`config.mk`:
```
export PLATFORM = sky130hd
export DESIGN_NAME = tpm_fifo_xchg
export DESIGN_NICKNAME = d
export VERILOG_FILES = /design/src/rtl/tpm_fifo_xchg_pkg.sv /design/src/rtl/tfx_chunk_calc.sv /design/src/rtl/tfx_status_cap.sv /design/src/rtl/tfx_poll_timer.sv /design/src/rtl/tpm_fifo_xchg.sv
export SDC_FILE = /design/constraint.sdc
export NUM_CORES = 1
export LEC_CHECK = 0
export CELL_PAD_IN_SITES_DETAIL_PLACEMENT = 1
export CELL_PAD_IN_SITES_GLOBAL_PLACEMENT = 1
export CORE_MARGIN = 2
export CORE_UTILIZATION = 30
export CTS_BUF_LIST = sky130_fd_sc_hd__clkbuf_8
export DETAILED_ROUTE_END_ITERATION = 12
export PLACE_DENSITY = 0.72
export SYNTH_ARGS = -nofsm -noshare
export SYNTH_HDL_FRONTEND = slang
export SYNTH_SLANG_ARGS = --single-unit
```
`constraint.sdc`:
```
create_clock -name clk -period 7.2 [get_ports clk]
set_input_delay 2.16 -clock clk [delete_from_list [all_inputs] [get_ports clk]]
set_output_delay 2.16 -clock clk [all_outputs]
set_load 0.1 [all_outputs]
```
`src/rtl/tpm_fifo_xchg_pkg.sv`:
```
package tpm_fifo_xchg_pkg;

  typedef enum logic [2:0] {
    XE_NONE     = 3'd0,
    XE_LEN      = 3'd1,
    XE_ACCESS   = 3'd2,
    XE_TIMEOUT  = 3'd3,
    XE_TOO_LONG = 3'd4,
    XE_MID      = 3'd5,
    XE_FINAL    = 3'd6
  } xchg_err_e;

  typedef enum logic [3:0] {
    S_IDLE, S_LCHK, S_CRDY, S_TXBC, S_TXDAT, S_GO, S_WAIT, S_POLL,
    S_HDR, S_RXBC, S_RXDAT, S_MID, S_LAST, S_FIN, S_IDLEWR, S_END
  } xchg_st_e;

  localparam logic [11:0] OFS_STATUS = 12'h018;
  localparam logic [11:0] OFS_FIFO   = 12'h024;
  localparam logic [7:0]  STV_CMD_READY = 8'h40;
  localparam logic [7:0]  STV_GO        = 8'h20;
  localparam int          BIT_VALID = 7;
  localparam int          BIT_AVAIL = 4;
  localparam int          BURST_LSB = 8;
  localparam int          BURST_W   = 16;
  localparam int          FRAME_MAX = 64;
  localparam int          HDR_BYTES = 6;

endpackage

```
`src/rtl/tfx_chunk_calc.sv`:
```
module tfx_chunk_calc #(
  parameter int REM_W = 16,
  parameter int BC_W  = 16,
  parameter int LIMIT = 64
) (
  input  logic [REM_W-1:0] remain,
  input  logic [BC_W-1:0]  burst,
  output logic [6:0]       chunk
);
  localparam int W = (REM_W > BC_W) ? REM_W : BC_W;

  logic [W-1:0] rem_w, bc_w, low;

  always_comb begin
    rem_w = W'(remain);
    bc_w  = W'(burst);
    low   = (rem_w < bc_w) ? rem_w : bc_w;
    chunk = (low > W'(LIMIT)) ? 7'(LIMIT) : low[6:0];
  end
endmodule

```
`src/rtl/tfx_status_cap.sv`:
```
module tfx_status_cap (
  input  logic        clk,
  input  logic        rst_n,
  input  logic        en,
  input  logic [1:0]  lane,
  input  logic [7:0]  din,
  output logic [31:0] word
);
  logic [7:0] lane_q [4];

  for (genvar g = 0; g < 4; g++) begin : g_lane
    always_ff @(posedge clk or negedge rst_n) begin
      if (!rst_n)                   lane_q[g] <= '0;
      else if (en && lane == 2'(g)) lane_q[g] <= din;
    end
  end

  assign word = {lane_q[3], lane_q[2], lane_q[1], lane_q[0]};
endmodule

```
`src/rtl/tfx_poll_timer.sv`:
```
module tfx_poll_timer #(
  parameter int GAP   = 50000,
  parameter int MAXP  = 120000
) (
  input  logic clk,
  input  logic rst_n,
  input  logic clr,
  input  logic run,
  input  logic poll_fail,
  output logic gap_done,
  output logic exhausted
);
  localparam int GW = $clog2(GAP + 1);
  localparam int PW = $clog2(MAXP + 1);

  logic [GW-1:0] gap_q, gap_d;
  logic [PW-1:0] poll_q, poll_d;

  always_comb begin
    gap_d  = run ? gap_q + GW'(1) : '0;
    poll_d = clr ? '0 : (poll_fail ? poll_q + PW'(1) : poll_q);
  end

  always_ff @(posedge clk or negedge rst_n) begin
    if (!rst_n) begin
      gap_q  <= '0;
      poll_q <= '0;
    end else begin
      if (run || gap_q != '0) gap_q <= gap_d;
      if (clr || poll_fail)   poll_q <= poll_d;
    end
  end

  assign gap_done  = run && (gap_q == GW'(GAP - 1));
  assign exhausted = (poll_q == PW'(MAXP));


  poll_bound_chk: assert property (@(posedge clk) disable iff (!rst_n)
    poll_q <= PW'(MAXP));
endmodule

```
`src/rtl/tpm_fifo_xchg.sv`:
```
module tpm_fifo_xchg
  import tpm_fifo_xchg_pkg::*;
#(
  parameter int              ADDR_W    = 24,
  parameter logic [23:0]     LOC_BASE  = 24'hD4_0000,
  parameter int              LEN_W     = 16,
  parameter int              POLL_GAP  = 50000,
  parameter int              MAX_POLLS = 120000
) (
  input  logic              clk,
  input  logic              rst_n,
  input  logic              start,
  input  logic [LEN_W-1:0]  cmd_len,
  input  logic [LEN_W-1:0]  rsp_max,
  output logic [LEN_W-1:0]  cmd_idx,
  input  logic [7:0]        cmd_byte,
  output logic              req_vld,
  input  logic              req_rdy,
  output logic              req_wr,
  output logic [ADDR_W-1:0] req_addr,
  output logic [6:0]        req_len,
  input  logic              wr_pull,
  output logic [7:0]        wr_data,
  input  logic              rd_vld,
  input  logic [7:0]        rd_data,
  input  logic              eng_done,
  input  logic              eng_err,
  output logic              rsp_vld,
  output logic [LEN_W-1:0]  rsp_idx,
  output logic [7:0]        rsp_byte,
  output logic [LEN_W-1:0]  rsp_len,
  output logic              busy,
  output logic              done,
  output logic [2:0]        err_code
);
  localparam logic [LEN_W-1:0] HDR_L = LEN_W'(HDR_BYTES);

  logic [1:0] rsync;
  logic       rst_q;

  always_ff @(posedge clk or negedge rst_n) begin
    if (!rst_n) rsync <= 2'b00;
    else        rsync <= {rsync[0], 1'b1};
  end
  assign rst_q = rsync[1];

  xchg_st_e         st, st_nx;
  logic             issued, issued_nx;
  logic [6:0]       xcnt, xcnt_nx, chunk_len, chunk_nx, chunk_calc;
  logic [LEN_W-1:0] pos, pos_nx, rsp_len_q, rsp_len_nx, chunk_rem;
  logic [31:0]      enc_len, enc_nx, rsp_tot, tot_nx, sts;
  xchg_err_e        err_q, err_nx;

  logic        op_act, op_rd, op_fifo, op_done, beat;
  logic [6:0]  op_len;
  logic [7:0]  op_wval;
  logic        sts_en, mid_ok, fin_ok, gap_done, exhausted, poll_fail, tmr_clr;
  logic [LEN_W-1:0] tx_rem, rx_rem, pos_step, tot_l;
  logic        unused_sts;

  // Operation issued by each state
  always_comb begin
    op_act = 1'b1; op_rd = 1'b1; op_fifo = 1'b0; op_len = 7'd4; op_wval = 8'h00;
    unique case (st)
      S_CRDY, S_IDLEWR: begin op_rd = 1'b0; op_len = 7'd1; op_wval = STV_CMD_READY; end
      S_GO:             begin op_rd = 1'b0; op_len = 7'd1; op_wval = STV_GO; end
      S_TXBC, S_RXBC, S_POLL, S_MID, S_FIN: ;
      S_TXDAT:          begin op_rd = 1'b0; op_fifo = 1'b1; op_len = chunk_len; end
      S_HDR:            begin op_fifo = 1'b1; op_len = 7'(HDR_BYTES); end
      S_RXDAT:          begin op_fifo = 1'b1; op_len = chunk_len; end
      S_LAST:           begin op_fifo = 1'b1; op_len = 7'd1; end
      default:          op_act = 1'b0;
    endcase
  end

  assign req_vld  = op_act && !issued;
  assign req_wr   = !op_rd;
  assign req_len  = op_len;
  assign req_addr = ADDR_W'(LOC_BASE) + ADDR_W'(op_fifo ? OFS_FIFO : OFS_STATUS);
  assign op_done  = op_act && issued && eng_done;
  assign beat     = op_act && issued && (wr_pull || rd_vld);
  assign wr_data  = (st == S_TXDAT) ? cmd_byte : op_wval;
  assign cmd_idx  = (st == S_LCHK) ? LEN_W'(2) + LEN_W'(xcnt) : pos + LEN_W'(xcnt);

  assign rsp_vld  = issued && rd_vld && (st == S_HDR || st == S_RXDAT || st == S_LAST);
  assign rsp_idx  = pos + LEN_W'(xcnt);
  assign rsp_byte = rd_data;

  assign sts_en   = op_act && issued && rd_vld && !op_fifo && (xcnt < 7'd4);
  assign mid_ok   = sts[BIT_VALID] && sts[BIT_AVAIL];
  assign fin_ok   = sts[BIT_VALID] && !sts[BIT_AVAIL];
  assign unused_sts = ^{sts[31:24], sts[6:5], sts[3:0]};

  assign tot_l    = rsp_tot[LEN_W-1:0];
  assign tx_rem   = cmd_len - pos;
  assign rx_rem   = tot_l - LEN_W'(1) - pos;
  assign chunk_rem = (st == S_RXBC) ? rx_rem : tx_rem;
  assign pos_step = pos + LEN_W'(chunk_len);

  assign poll_fail = (st == S_POLL) && op_done && !eng_err && !mid_ok;
  assign tmr_clr   = (st == S_GO) && op_done;

  tfx_status_cap u_cap (
    .clk(clk), .rst_n(rst_q), .en(sts_en), .lane(xcnt[1:0]), .din(rd_data), .word(sts)
  );

  tfx_chunk_calc #(.REM_W(LEN_W), .BC_W(BURST_W), .LIMIT(FRAME_MAX)) u_chunk (
    .remain(chunk_rem), .burst(sts[BURST_LSB +: BURST_W]), .chunk(chunk_calc)
  );

  tfx_poll_timer #(.GAP(POLL_GAP), .MAXP(MAX_POLLS)) u_tmr (
    .clk(clk), .rst_n(rst_q), .clr(tmr_clr), .run(st == S_WAIT),
    .poll_fail(poll_fail), .gap_done(gap_done), .exhausted(exhausted)
  );

  // Next-state process
  always_comb begin
    st_nx = st; issued_nx = issued; xcnt_nx = xcnt; pos_nx = pos;
    chunk_nx = chunk_len; enc_nx = enc_len; tot_nx = rsp_tot;
    err_nx = err_q; rsp_len_nx = rsp_len_q;

    if (req_vld && req_rdy) begin issued_nx = 1'b1; xcnt_nx = '0; end
    if (beat) xcnt_nx = xcnt + 7'd1;
    if (beat && st == S_HDR && xcnt >= 7'd2 && xcnt < 7'd6) tot_nx = {rsp_tot[23:0], rd_data};

    if (op_done) begin
      issued_nx = 1'b0;
      if (eng_err) begin
        err_nx = XE_ACCESS; st_nx = S_END;
      end else begin
        unique case (st)
          S_CRDY: st_nx = S_TXBC;
          S_TXBC, S_RXBC:
            if (sts[BURST_LSB +: BURST_W] != '0) begin
              chunk_nx = chunk_calc;
              st_nx    = (st == S_TXBC) ? S_TXDAT : S_RXDAT;
            end
          S_TXDAT: begin
            pos_nx = pos_step;
            st_nx  = (pos_step == cmd_len) ? S_GO : S_TXBC;
          end
          S_GO: st_nx = S_WAIT;
          S_POLL:
            if (mid_ok) begin pos_nx = '0; st_nx = S_HDR; end
            else st_nx = S_WAIT;
          S_HDR:
            if (rsp_tot > 32'(rsp_max) || rsp_tot < 32'(HDR_BYTES + 1)) begin
              err_nx = XE_TOO_LONG; st_nx = S_END;
            end else begin
              pos_nx = HDR_L;
              st_nx  = (rsp_tot == 32'(HDR_BYTES + 1)) ? S_MID : S_RXBC;
            end
          S_RXDAT: begin
            pos_nx = pos_step;
            st_nx  = (pos_step == tot_l - LEN_W'(1)) ? S_MID : S_RXBC;
          end
          S_MID:
            if (mid_ok) st_nx = S_LAST;
            else begin err_nx = XE_MID; st_nx = S_END; end
          S_LAST: st_nx = S_FIN;
          S_FIN:
            if (fin_ok) st_nx = S_IDLEWR;
            else begin err_nx = XE_FINAL; st_nx = S_END; end
          S_IDLEWR: begin rsp_len_nx = tot_l; st_nx = S_END; end
          default: ;
        endcase
      end
    end

    unique case (st)
      S_IDLE:
        if (start) begin
          st_nx = S_LCHK; xcnt_nx = '0; err_nx = XE_NONE; rsp_len_nx = '0;
        end
      S_LCHK:
        if (xcnt == 7'd4) begin
          if (enc_len != 32'(cmd_len) || cmd_len < HDR_L) begin
            err_nx = XE_LEN; st_nx = S_END;
          end else begin
            pos_nx = '0; st_nx = S_CRDY;
          end
        end else begin
          enc_nx  = {enc_len[23:0], cmd_byte};
          xcnt_nx = xcnt + 7'd1;
        end
      S_WAIT:
        if (gap_done) begin
          if (exhausted) begin err_nx = XE_TIMEOUT; st_nx = S_END; end
          else st_nx = S_POLL;
        end
      S_END: st_nx = S_IDLE;
      default: ;
    endcase
  end

  // Register process
  always_ff @(posedge clk or negedge rst_q) begin
    if (!rst_q) begin
      st <= S_IDLE; issued <= 1'b0; xcnt <= '0; pos <= '0; chunk_len <= '0;
      enc_len <= '0; rsp_tot <= '0; err_q <= XE_NONE; rsp_len_q <= '0;
    end else begin
      st <= st_nx; issued <= issued_nx; xcnt <= xcnt_nx; pos <= pos_nx;
      chunk_len <= chunk_nx; enc_len <= enc_nx; rsp_tot <= tot_nx;
      err_q <= err_nx; rsp_len_q <= rsp_len_nx;
    end
  end

  assign busy     = (st != S_IDLE);
  assign done     = (st == S_END);
  assign err_code = err_q;
  assign rsp_len  = rsp_len_q;


  req_len_range_chk: assert property (@(posedge clk) disable iff (!rst_q)
    req_vld |-> (req_len >= 7'd1 && req_len <= 7'(FRAME_MAX)));

  req_hold_chk: assert property (@(posedge clk) disable iff (!rst_q)
    (req_vld && !req_rdy) |=> (req_vld && $stable(req_addr) && $stable(req_len) && $stable(req_wr)));

  done_pulse_chk: assert property (@(posedge clk) disable iff (!rst_q)
    done |=> !done);

  burst_before_fifo_chk: assert property (@(posedge clk) disable iff (!rst_q)
    (st == S_TXDAT && $past(st) != S_TXDAT) |-> ($past(st) == S_TXBC && $past(op_done)));

  chunk_fit_chk: assert property (@(posedge clk) disable iff (!rst_q)
    (st == S_TXDAT) |-> (pos_step <= cmd_len && chunk_len != 7'd0));

  last_after_mid_chk: assert property (@(posedge clk) disable iff (!rst_q)
    (st == S_LAST && $past(st) != S_LAST) |-> ($past(st) == S_MID));
endmodule

```
==> results of run 1 <==
==> power by group <==
group / total [mW] / switching (mW) / internal [mW]
Sequential: 1.61 / 0.387 / 1.23
Clock: 0.702 / 0.411 / 0.290
Combinational: 3.80 / 2.52 / 1.27
==> registers in the layout (all words and copies together) (netlist names), 2 cells and up <==
name          count
u_tmr.gap_q      16
err_code          3
rsp_tot          32
enc_len          32
st                4
xcnt              7
rsp_len          16
u_tmr.poll_q     17
u_cap.word       18
chunk_len         7
pos              16
rsync             2
==> synthesized netlist by cell type (5+ instances only) <==
cell / n / area share, %
nor4b_1: 5 / 0.34
nor2_1: 161 / 4.8
inv_1: 70 / 2.1
dfrtp_1: 171 / 34
a21o_1: 8 / 0.47
and2_1: 17 / 0.84
nor4_1: 33 / 1.6
buf_4: 31 / 1.8
nor3b_1: 7 / 0.41
xor2_1: 44 / 3.0
o21ai_0: 75 / 3.0
ha_1: 73 / 7.2
mux2i_1: 22 / 1.7
nand3_1: 40 / 1.6
o211ai_1: 10 / 0.59
clkbuf_1: 63 / 1.9
o22ai_1: 5 / 0.25
a31oi_1: 18 / 0.89
o31ai_1: 8 / 0.47
nand4_1: 28 / 1.4
nand2b_1: 15 / 0.74
mux2_2: 83 / 7.4
xnor2_1: 75 / 5.2
and3_1: 18 / 0.89
a211oi_1: 16 / 0.95
nor2b_1: 13 / 0.64
nor3_1: 38 / 1.5
a22oi_1: 7 / 0.41
or3_1: 20 / 0.98
a2111oi_0: 7 / 0.48
o21a_1: 15 / 0.89
or4_1: 7 / 0.41
a21oi_1: 75 / 3.0
nand2_1: 100 / 3.0
or2_2: 8 / 0.39
a211o_1: 6 / 0.41
==> through the flow <==
step	setup WS, ns	area [um^2]	setup TNS, ns
3_3_place_gp	0.1060	14610	0
2_1_floorplan	0.5192	12780	0
5_1_grt	0.06994	14990	0
3_5_place_dp	-0.01022	14610	-0.01022
4_1_cts	0.5565	14990	0
6_report	0.5646	14990	0
==> final cells by class <==
class	instances	share of cell area [%]
clock buffer	18	1.652
inverter	71	1.777
multi-input combinational	1138	51.65
antenna	1	0.01669
timing repair buffer	184	10.96
clock inverter	13	0.8762
tap	539	4.498
sequential	171	28.56
==> worst paths after layout <==
check | start | endpoint | slack, ns | depth (start not counted)
setup / recovery | cmd_len[1] | chunk_len[5]$_DFFE_PN0P_ | 0.56 | 20
hold / removal | rsync[0]$_DFF_PN0_ | rsync[1]$_DFF_PN0_ | 0.36 | 0
setup reg to reg | rsp_tot[2]$_DFFE_PN0P_ | chunk_len[5]$_DFFE_PN0P_ | 0.73 | 21
hold reg to reg | rsync[0]$_DFF_PN0_ | rsync[1]$_DFF_PN0_ | 0.36 | 0
max in group asynchronous | rst_n | rsync[1]$_DFF_PN0_ | 5.30 | 1
min in group asynchronous | rsync[1]$_DFF_PN0_ | rsp_len[5]$_DFF_PN0_ | 0.47 | 0
==> worst register-to-register path: stages (launching register included) <==
cell and delay, ns:
dfrtp_1 0.56, or3_4 0.49, or4_1 0.67, nor2_1 0.19, xnor2_1 0.25, a21oi_1 0.14, ha_1 0.48, and3_1 0.26
and2_1 0.15, o311a_1 0.23, nor2_1 0.07, o311ai_0 0.52, ha_1 0.35, and4_1 0.19, nand3_1 0.10, o211ai_1 0.10
a211o_1 0.30, a2111oi_1 0.33, nand4bb_1 0.17, a2111oi_1 0.40, nor2_1 0.19, a311oi_1 0.25
==> logic make-up after synthesis <==
kind of cell / Yosys count
and+or+nand+nor: 524
muxes: 105
DFF: 171
adders and majority gates: 77
buffers and inverters: 172
other: 2
xor gates and xnor gates: 121
AOI/OAI and AO/OA: 290
==> metal layers <==
layer / global-route usage, % / up-vias / share of wire [%]
met5: 0 / - / 0
met3: 4.040 / 67 / 4.7
met1: 26.47 / 5709 / 46
li1: - / 5401 / -
met2: 32.60 / 249 / 46
met4: 9.733 / 0 / 4.0
==> what timing repair did <==
item,in CTS,in global routing
resized for setup,0,1
setup endpoints to repair,0,1
hold buffers,0,0
hold endpoints to repair,0,0
==> metrics, run 1 <==
DR vias/cell=5.352; first-pass detailed-route iteration total=5; VDD IR max=0.1674 mV; Routed Antenna Nets=0; crit path max fanout=6; library cells used by synthesis=73; synthesized flop and latch total=171; crit path buf inv count=1; clk_skew=0.02437 ns; dpl hpwl=34370 um; Synth Area in XOR/XNOR=8.555%; Critical Path Start Type=primary input; Wirelength per Cell=20.67 um; Synth async-reset ratio=100.0%; most frequent cells in the layout=170 x dfrtp_1, 160 x nor2_1, 105 x clkdlybuf4s50_1, 100 x nand2_1, 83 x mux2_2; CP required=7.65 ns; total chip power=6.111 mW; Initial DRC Count=745; Compound-Gate Fraction of Synth Area=14.42%; CTS Buf Count=17; crit-path max cell delay=0.55 ns; final hold viol count=0; area fraction in and, or, nand and nor cells after synthesis=20.45%; CP max-delay cell=clkdlybuf4s50_1; Mapped Cells=1462; antenna violations before repair=1; CP Data Arrival Time=7.08 ns; post-synthesis mux area share=9.086%; mean cell area of the mapped netlist=8.693 um^2; final count of negative-setup-slack endpoints=0; Max Cap Viol=0; CTS Root Cell=clkbuf_8; Ys Warns=0; Fmax=150.7 MHz; H-tree depth=4; vias in the first global route=11767; Inst Count DP=2103; Final Wtd Congestion=0.8962; via count=11426; Sink Count=171; CTS Buffer Depth=2; min-delay worst type=register to register; Congestion Overflow GR=0; area occupied by registers=4283 um^2; largest net degree at the start of global routing=70; register area share after synthesis=33.67%; CP Cell Sequence=clkdlybuf4s50_1 -> nor2_1 -> a21oi_1 -> ha_1 -> nor2b_1 -> o31a_1 -> o311a_1 -> o21ai_0 -> o21ai_0 -> xnor2_1 -> ha_1 -> and4_1 -> nand3_1 -> o211ai_1 -> a211o_1 -> a2111oi_1 -> nand4bb_1 -> a2111oi_1 -> nor2_1 -> a311oi_1; Adder-Cell Fraction of Synth Area=7.738%; power per cell area=407.6 nW/um^2; GRT Util Overall=20.40%; worst hold margin=0.3632 ns; crit path time final=6.635 ns; clk slew on worst S/H paths=0.11 ns; clk_lat worst skew=0.54 ns; P_leak=6.338 nW; final WL=44130 um; CTS tree=built; status=finished clean; Util after Layout=35.83%; Top FF cell, synth=dfrtp_1; Die Width=209.8 um; CP Capture Type=register; Worst path top cell family by delay=compound AO/OA/AOI/OAI gates; relative slew slack=26.63%; worst slew pin tran=1.096 ns; CP Class=primary input to register; Finished Layout Cells=2135; largest family of logic cells by synthesized area=simple AND/OR/NAND/NOR gates; Ports=159; floorplan core area=41850 um^2; Post-synth EDFFs=0; Mapped Area=12710 um^2; Layout Area Growth over Synthesis=17.98%; Pins Over Slew Limit=0; RSZ-0062 raised after global routing=false; die area=44030 um^2; Die Y=209.8 um; first-pass GRT wire length=68790 um; layout cells sized above 1=13.17%; initial core utilization=30.37%; area of the multi-input gates=7745 um^2; Setup Fix Bufs, Post-CTS=0; num rows=75; I/O Buffers=138; fin nets=1715; commonest non-fill, non-tap cell in the layout=dfrtp_1; Layout fillers=4912; # DRC=0; fin crit share=92.16%
No activity file was read; power rests on OpenSTA's default activity.
==> run 2: changes to the inputs <==
--- a/config.mk
+++ b/config.mk
@@ -9,7 +9,7 @@
 export CELL_PAD_IN_SITES_GLOBAL_PLACEMENT = 1
 export CORE_MARGIN = 2
 export CORE_UTILIZATION = 30
-export CTS_BUF_LIST = sky130_fd_sc_hd__clkbuf_8
+export CTS_BUF_LIST = sky130_fd_sc_hd__clkbuf_16
 export DETAILED_ROUTE_END_ITERATION = 12
 export PLACE_DENSITY = 0.72
 export SYNTH_ARGS = -nofsm -noshare
==> metrics, run 2 (synthesis results as in run 1) <==
Pins Over Slew Limit=0 (unchanged); layout cells sized above 1=13.10% (-0.063 points); H-tree depth=4 (unchanged); crit path time final=6.693 ns (+0.05776 ns); Congestion Overflow GR=0 (unchanged); final WL=44310 um (+0.39%); TNS Setup=0 ns (unchanged); die area=44030 um^2 (unchanged); initial core utilization=30.37% (unchanged); RSZ-0062 raised after global routing=false; relative slew slack=27.05% (+0.42 points); fin nets=1715 (unchanged); commonest non-fill, non-tap cell in the layout=dfrtp_1; Layout Area Growth over Synthesis=19.38%; Max Cap Viol=0 (unchanged); # DRC=0 (unchanged); min-delay worst type=register to register; floorplan core area=41850 um^2 (unchanged); Final Wtd Congestion=0.8962 (unchanged); CP required=7.58 ns (-0.07 ns); antenna violations before repair=0 (-1); Fmax=149.4 MHz (-0.86%); Layout fillers=4886 (-0.53%); Critical Path Start Type=primary input; CP Cell Sequence=clkdlybuf4s50_1 -> nor2_1 -> a21oi_1 -> ha_1 -> or2_2 -> or2_2 -> o21a_1 -> a31o_2 -> o31ai_1 -> xnor2_1 -> ha_1 -> and4_1 -> nand3_1 -> o211ai_1 -> a211o_1 -> a2111oi_1 -> nand4bb_1 -> a2111oi_1 -> nor2_1 -> a311oi_1; Initial DRC Count=791 (+6.2%); Worst path top cell family by delay=compound AO/OA/AOI/OAI gates; crit path buf inv count=1 (unchanged); fin crit share=92.96% (+0.80 points); via count=11435 (+0.079%); final hold viol count=0 (unchanged); crit-path max cell delay=0.49 ns (-0.06 ns); CP Capture Type=register; Wirelength per Cell=20.76 um (+0.44%); vias in the first global route=11792 (+0.21%); num rows=75 (unchanged); clk_skew=0.01693 ns (-0.007437 ns); area of the multi-input gates=7745 um^2 (unchanged); Final WS setup=0.5068 ns (-0.05776 ns); crit path max fanout=6 (unchanged); Routed Antenna Nets=0 (unchanged); CTS tree=built; CTS Buffer Depth=2 (unchanged); largest net degree at the start of global routing=70 (unchanged); worst slew pin tran=1.091 ns (-0.005690 ns); GRT Util Overall=20.44% (+0.042 points); Die Y=209.8 um (unchanged); clk_lat worst skew=0.48 ns (-0.06 ns); first-pass GRT wire length=69090 um (+0.43%); Util after Layout=36.25% (+0.43 points); first-pass detailed-route iteration total=5 (unchanged); CTS Buf Count=17 (unchanged); P_leak=6.420 nW (+1.3%); final count of negative-setup-slack endpoints=0 (unchanged); antenna cell count=0 (-1); power per cell area=418.5 nW/um^2 (+2.7%); Ports=159 (unchanged); status=finished clean; CTS Root Cell=clkbuf_16; clk slew on worst S/H paths=0.08 ns (-0.03 ns); CP Class=primary input to register; Die Width=209.8 um (unchanged); CP Data Arrival Time=7.07 ns (about the same); VDD IR max=0.1678 mV (+0.25%); Sink Count=171 (unchanged); most frequent cells in the layout=170 x dfrtp_1, 160 x nor2_1, 105 x clkdlybuf4s50_1, 100 x nand2_1, 83 x mux2_2; r2r setup slk=0.73 ns (about the same); DR vias/cell=5.358 (+0.13%); dpl hpwl=34370 um (unchanged); pre-CTS setup slack=-0.01022 ns (unchanged); area occupied by registers=4283 um^2 (unchanged); CP max-delay cell=clkdlybuf4s50_1; I/O Buffers=138 (unchanged)
## run 2: area by class of cell
| class | instances | share of cell area, % |
|---|---|---|
| sequential | 171 | 28.23 |
| timing repair buffer | 184 | 10.84 |
| clock buffer | 17 | 2.804 |
| inverter | 71 | 1.756 |
| clock inverter | 14 | 0.8906 |
| multi-input combinational | 1138 | 51.04 |
| tap | 539 | 4.445 |
## run 2: through the flow
stage                     hold slack [ns]  instance area, um^2  std cells  power (mW)
after floorplan                    0.3312                12780       1481       4.265
after global placement             0.3387                14610       2103       5.300
after detailed placement           0.3466                14610       2103       5.399
after CTS                          0.3637                15170       2134       6.362
after global routing               0.3830                15170       2134       6.742
final                              0.3561                15170       2134       6.350
## run 2: where the power goes
| group | internal [mW] | switching (mW) |
|---|---|---|
| combinational | 1.27 | 2.53 |
| sequential | 1.23 | 0.387 |
| clock | 0.483 | 0.444 |
| total | 2.98 | 3.37 |
## run 2: layer usage
metal | part of all wire [%] | track usage, % | vias to the layer above
li1 | - | - | 5398
met1 | 45 | 26.60 | 5697
met2 | 46 | 33.18 | 276
met3 | 4.9 | 3.801 | 64
met4 | 3.5 | 8.877 | 0
met5 | 0 | 0 | -
## run 2: repair_timing
item,4_1_cts,5_1_grt
setup buffers,0,0
gates resized for setup,0,2
hold buffers,0,0
setup endpoints to repair,0,4
## run 2: path summary, 6_finish.rpt
path,endpoint,depth (start not counted),startpoint
min in group asynchronous,rsp_len[5]$_DFF_PN0_,0,rsync[1]$_DFF_PN0_
hold reg to reg,rsync[1]$_DFF_PN0_,0,rsync[0]$_DFF_PN0_
hold / removal,rsync[1]$_DFF_PN0_,0,rsync[0]$_DFF_PN0_
setup reg to reg,chunk_len[5]$_DFFE_PN0P_,21,rsp_tot[3]$_DFFE_PN0P_
max in group asynchronous,rsync[1]$_DFF_PN0_,1,rst_n
setup / recovery,chunk_len[5]$_DFFE_PN0P_,20,cmd_len[4]
